==> src/rtl/irq_ctl_pkg.sv <==
`timescale 1ns/1ps
package irq_ctl_pkg;
    localparam int EVT_COUNT   = 8;
    localparam int B_ADDR_ERR  = 7;
    localparam int B_REACH_MUL = 6;
    localparam int B_DEV_TIME  = 5;
    localparam int B_UDMA_TERM = 4;
    localparam int B_TIMER     = 3;
    localparam int B_BUS_ERR   = 2;
    localparam int B_XFER_END  = 1;
    localparam int B_HOST      = 0;
endpackage

==> src/rtl/irq_flag_bit.sv <==
`timescale 1ns/1ps
// One sticky flag: the set input has priority over the clear input.
module irq_flag_bit (
    input  logic clk,
    input  logic rst_n,
    input  logic set_i,
    input  logic clr_i,
    output logic q_o
);
    logic q_r;

    always_ff @(posedge clk or negedge rst_n) begin
        if (!rst_n)      q_r <= 1'b0;
        else if (set_i)  q_r <= 1'b1;
        else if (clr_i)  q_r <= 1'b0;
    end

    assign q_o = q_r;

    // a set always wins, even against a clear in the same cycle
    p_set_wins_r6: assert property (@(posedge clk) disable iff (!rst_n)
        set_i |=> q_o);
    // a clear with no set leaves the flag at 0
    p_clear_r3: assert property (@(posedge clk) disable iff (!rst_n)
        (clr_i && !set_i) |=> !q_o);
    // with no set and no clear the flag holds its value
    p_hold_r10: assert property (@(posedge clk) disable iff (!rst_n)
        (!set_i && !clr_i) |=> (q_o == $past(q_o)));
endmodule

==> src/rtl/irq_mask_reg.sv <==
`timescale 1ns/1ps
module irq_mask_reg #(
    parameter int          W   = 8,
    parameter logic [W-1:0] RST = '0
) (
    input  logic         clk,
    input  logic         rst_n,
    input  logic         wr_i,
    input  logic [W-1:0] wdata_i,
    input  logic         wipe_i,
    output logic [W-1:0] mask_o
);
    logic [W-1:0] mask_r;

    // a register write in the same cycle takes priority over the wipe
    always_ff @(posedge clk or negedge rst_n) begin
        if (!rst_n)       mask_r <= RST;
        else if (wr_i)    mask_r <= wdata_i;
        else if (wipe_i)  mask_r <= '0;
    end

    assign mask_o = mask_r;

    // after a write, the mask holds the written value
    p_wr_mask_r4: assert property (@(posedge clk) disable iff (!rst_n)
        wr_i |=> (mask_o == $past(wdata_i)));
    // a wipe with no write zeroes the mask
    p_wipe_r8: assert property (@(posedge clk) disable iff (!rst_n)
        (wipe_i && !wr_i) |=> (mask_o == '0));
endmodule

==> src/rtl/irq_combine.sv <==
`timescale 1ns/1ps
module irq_combine #(
    parameter int W = 8
) (
    input  logic [W-1:0] flags_i,
    input  logic [W-1:0] mask_i,
    output logic         irq_o
);
    logic [W-1:0] live;

    always_comb begin
        for (int i = 0; i < W; i++) live[i] = flags_i[i] & ~mask_i[i];
        irq_o = |live;
    end
endmodule

==> src/rtl/irq_ctl_reg.sv <==
`timescale 1ns/1ps
module irq_ctl_reg
    import irq_ctl_pkg::*;
#(
    parameter int                 EV_N        = EVT_COUNT,
    parameter logic [EV_N-1:0]    MASK_RST    = '0,
    parameter logic [EV_N-1:0]    DMA_CLR_SEL = EV_N'((1 << B_XFER_END) | (1 << B_HOST))
) (
    input  logic                clk,
    input  logic                rst_n,
    input  logic                wr_en,
    input  logic [2*EV_N-1:0]   wr_data,
    input  logic [EV_N-1:0]     evt_pulse,
    input  logic                dma_irq_clr,
    output logic [2*EV_N-1:0]   rd_data,
    output logic                irq_out
);
    localparam int REG_W = 2 * EV_N;

    logic [EV_N-1:0] flags;
    logic [EV_N-1:0] mask;
    logic [EV_N-1:0] clr_vec;

    // write-one-to-clear from the low byte, plus the selected bits on a DMA clear
    always_comb begin
        clr_vec = '0;
        if (wr_en)       clr_vec = clr_vec | wr_data[EV_N-1:0];
        if (dma_irq_clr) clr_vec = clr_vec | DMA_CLR_SEL;
    end

    for (genvar i = 0; i < EV_N; i++) begin : g_flag
        irq_flag_bit u_flag (
            .clk   (clk),
            .rst_n (rst_n),
            .set_i (evt_pulse[i]),
            .clr_i (clr_vec[i]),
            .q_o   (flags[i])
        );
    end

    irq_mask_reg #(.W(EV_N), .RST(MASK_RST)) u_mask (
        .clk     (clk),
        .rst_n   (rst_n),
        .wr_i    (wr_en),
        .wdata_i (wr_data[REG_W-1:EV_N]),
        .wipe_i  (dma_irq_clr),
        .mask_o  (mask)
    );

    // combined interrupt line
    irq_combine #(.W(EV_N)) u_comb (
        .flags_i (flags),
        .mask_i  (mask),
        .irq_o   (irq_out)
    );

    assign rd_data = {mask, flags};
endmodule

==> config.mk <==
export PLATFORM = sky130hd
export DESIGN_NAME = irq_ctl_reg
export DESIGN_NICKNAME = d
export VERILOG_FILES = /design/src/rtl/irq_ctl_pkg.sv /design/src/rtl/irq_flag_bit.sv /design/src/rtl/irq_mask_reg.sv /design/src/rtl/irq_combine.sv /design/src/rtl/irq_ctl_reg.sv
export SDC_FILE = /design/constraint.sdc
export NUM_CORES = 1
export LEC_CHECK = 0
export CAP_MARGIN = 10
export CORE_UTILIZATION = 30
export CTS_BUF_LIST = sky130_fd_sc_hd__clkbuf_8
export CTS_CLUSTER_SIZE = 28
export DETAILED_ROUTE_END_ITERATION = 10
export DONT_BUFFER_PORTS = 1
export GPL_ROUTABILITY_DRIVEN = 0
export MAX_ROUTING_LAYER = met4
export PLACE_DENSITY_LB_ADDON = 0.2
export SYNTH_ARGS = -nofsm -noshare
export SYNTH_HDL_FRONTEND = slang
export SYNTH_HIERARCHICAL = 1
export SYNTH_SLANG_ARGS = --single-unit
export TNS_END_PERCENT = 100
==> constraint.sdc <==
create_clock -name clk -period 1.6 [get_ports clk]
set_input_delay 0.24 -clock clk [delete_from_list [all_inputs] [get_ports clk]]
set_output_delay 0.24 -clock clk [all_outputs]
set_load 0.005 [all_outputs]
; Word level (Yosys, flattened, before mapping)
; Cells that the tools add are included.
[totals]
ff_bits = 16
latch_bits = 0
mem_bits_rw = 0
rom_bits = 0
inputBits = 28
output_inout_bits = 17
word_cells = 55
mem_count = 0
[op_classes]
add_sub_neg = 0
mul = 0
div = 0
n_lt_le_gt_ge = 0
eq_ne = 0
n_shift = 0
muxes = 20
n_bitwise = 16
n_reduce_logical = 10
[op_table]
columns = op, n
row1 = 8-bit 2-to-1 mux, 3
row2 = 2-bit nonzero test, 9
row3 = 1-bit 2-to-1 mux, 16
row4 = 1-bit bitwise AND, 8
row5 = 1-bit NOT, 8
row6 = 8-bit OR reduction, 1
row7 = 2-bit 2-to-1 mux, 1

; Logic depth before layout (Yosys ltp)
[logic_depth]
depth_word = 4
ltp_mapped = 3
depth_no_buf = 3

; Hierarchy
; The synthesis kept the hierarchy.
[modules_own_cells]
columns = module, n_inst, cells_per_inst, area_each_um2, seq_area_each_um2
row1 = irq_mask_reg, 1, 18, 301.5, 200.2
row2 = irq_flag_bit, 8, 3, 36.3, 25.0
row3 = irq_combine, 1, 13, 62.6, 0.0
row4 = irq_ctl_reg, 1, 8, 53.8, 0.0

; Worst setup path before layout
; Ideal clock, no wire load.
[synth_timing]
path_kind = register -> output
start = reg g_flag[2].u_flag.q_r
end = out irq_out
t_arrival_ps = 1028
setup_slack_ps = 332
path_stages_with_launch = 4
n_path_buf = 0
cell_sequence = dfrtp_1 > inv_1 > o22ai_1 > or4_1
[synth_via]
elab_chain_len = 2
[synth_lines]
columns = item, line
row1 = "start, declared", irq_flag_bit.sv:10  ; logic q_r;
row2 = "start signal, assigned", irq_flag_bit.sv:13  ; if (!rst_n) q_r <= 1'b0;
row3 = "start signal, assigned", irq_flag_bit.sv:14  ; else if (set_i) q_r <= 1'b1;
row4 = "start signal, assigned", irq_flag_bit.sv:15  ; else if (clr_i) q_r <= 1'b0;
row5 = 1-bit bitwise AND, irq_combine.sv:12  ; for (int i = 0; i < W; i++) live[i] = flags_i[i] & ~mask_i[i];
row6 = 8-bit OR reduction, irq_combine.sv:13  ; irq_o = |live;
row7 = "end, declared", irq_ctl_reg.sv:16  ; output logic irq_out
; No other way between the ends.

; Worst setup path in the final report
[layout_timing]
start = reg g_flag[5].u_flag.q_r
end = out irq_out
[layout_via]
elab_chain_len = 2
[layout_lines]
columns = item, line
row1 = "start, declared", irq_flag_bit.sv:10
row2 = "start signal, assigned", irq_flag_bit.sv:13
row3 = "start signal, assigned", irq_flag_bit.sv:14
row4 = "start signal, assigned", irq_flag_bit.sv:15
row5 = 1-bit bitwise AND, irq_combine.sv:12
row6 = 8-bit OR reduction, irq_combine.sv:13
; No other way between the ends.

==> metrics <==
P&R area growth vs syn=12.0%; # DRC=0; nets=96; Crit. End Element=primary output; GR Overflow Total=0; input/output buffers=0; MaxCap Viol Count=0; Setup violations, final=0; H-Tree Depth=1; chip height=50.6 µm; largest net degree at the start of global routing=18; DIE WIDTH=50.6 µm; period utilization=98.8%; CTS tree=done; critical path type=reg2out; clock latency on the worst-skew pair=0.24 ns; Synth Instances=63; first-pass GRT wire length=2240 µm; # IOs=45; maximum clock path buffer count=2; FP Rows=17; max-slew violation count=0; Final Hold Viols=0; most frequent cells in the layout=16 x inv_1, 16 x dfrtp_1, 9 x a21o_1; CP max stage delay=0.54 ns; slowest CP cell=or4_4; maximum VDD drop=0.000464 V; post-DP HPWL=1040 µm; CTS Buf Count=3; placeable core area=2210 µm²; clock skew=0 ns; 1st-pass router iterations=2; Worst Hold Class=in2reg; Net Switching=0.000188 W; Fmax achieved=633 MHz; clk slew on worst S/H paths=0.06 ns; gr usage total=13.0%; worst hold slack=0.0856 ns; CP startpoint kind=flip-flop; slew margin rel.=49.9%; Iter 0 DRT Violations=4; # clock sinks=16; Via density=4.81; initial antenna violation count=0; register area share after synthesis=56.5%; layout cells sized above 1=10.6%; Routed Antenna Nets=0; part of the power in registers=56.0%; fin crit period=1.58 ns; clk root buf=clkbuf_8; Worst EP required=1.36 ns; die area=2560 µm²; Synth Area per Inst=11.2 µm²; fin util=35.9%; setup tns final=0 ns; Seq cells post-synth=16; Initial Util=32.0%; Crit path max-delay family=simple AND/OR/NAND/NOR gates; status=completed; leakage=0.415 nW; vias in the first global route=494; vias=452; Post-Route WL=1420 µm; Yosys cell types=10; WP buf/inv=1; # diodes=0; clock network power share=35.7%; fillers=238; crit path max fanout=3; Post-Syn Nets=91; crit path DAT=1.34 ns; YS warnings=6; Comb pwr share=8.4%; Int Pwr=0.000639 W; Switching Fraction=22.7%; Slew @ Worst Pin=0.749 ns; Post-Syn Area=708 µm²; power density over the cells=1040 nW/µm²; worst path cell trace=inv_1 > o22ai_2 > or4_4; RSZ-0062 raised after global routing=true; wire length per cell=15.1 µm
## per-stage QoR
step	std cells	total power [W]	instance area (µm²)	setup WS, ns
3_5_place_dp	90	0.000529	732	0.250
2_1_floorplan	63	0.000519	708	0.332
3_3_place_gp	90	0.000527	732	0.267
5_1_grt	94	0.000876	793	-0.0371
6_report	94	0.000827	793	0.0199
4_1_cts	94	0.000845	787	0.00947
## cells by family (layout without fill, tap and decap cells)
| kind of cell | Yosys count | count (layout) | synth area share (%) |
|---|---|---|---|
| compound gates | 22 | 22 | 24.2 |
| buf+inv | 17 | 20 | 10.1 |
| flops | 16 | 16 | 56.5 |
| simple gates | 8 | 8 | 9.19 |
## flip-flops by register name, summed over array words and instances, names as in the netlist
register / count
u_mask/mask_o: 8
g_flag.u_flag/q_o: 8
## area by class of cell
cell class	instances	area, µm²	share of cell area, %
clock buffer	3	41.3	5.21
inverter	16	60.1	7.57
multi-input combinational	30	246	31.1
sequential	16	400	50.5
tap	28	35.0	4.42
timing repair buffer	1	10.0	1.26
## Yosys cell counts (all sizes together)
master  count  area, µm²
a22o        8       70.1
o22ai       4       25.0
a21o       10       76.3
or4         1       7.51
buf         1       11.3
inv        16       60.1
dfrtp      16        400
and2        6       37.5
nor2        1       20.0
## final timing paths
check	endpoint	cells past startpoint	slack [ns]	startpoint
max reg2reg	u_mask/mask_o[1]	1	0.87	u_mask/mask_o[1]
max	irq_out	3	0.02	g_flag[5].u_flag/q_o
min reg2reg	g_flag[4].u_flag/q_o	1	0.53	g_flag[4].u_flag/q_o
max in group asynchronous	g_flag[0].u_flag/q_o	1	0.62	rst_n
min in group asynchronous	g_flag[7].u_flag/q_o	1	0.51	rst_n
min	g_flag[4].u_flag/q_o	1	0.09	evt_pulse[4]
## power groups by stage
stage / logic [W] / registers (W) / clock network [W]
floorplan: 0.0000565 / 0.000463 / 0
global placement: 0.0000566 / 0.000470 / 0
detailed placement: 0.0000580 / 0.000470 / 0
CTS: 0.0000694 / 0.000463 / 0.000313
global route: 0.0000799 / 0.000467 / 0.000329
finish: 0.0000693 / 0.000463 / 0.000295
## metal layers
metal	GRT usage (%)	part of all wire, %	vias to the layer above
met2	19.8	50	22
met4	9.26	0.99	0
met5	-	0	-
met3	6.06	8.1	2
li1	-	-	216
met1	13.1	41	212
## what timing repair did
item                                    in CTS  in global routing
gates resized for setup                      1                  1
hold buffers                                 1                  0
pin swaps                                    1                  2
endpoints found under the setup margin       1                  1
hold endpoints to repair                    16                  0
setup buffers                                0                  0
(Power assumes the default switching activity.)
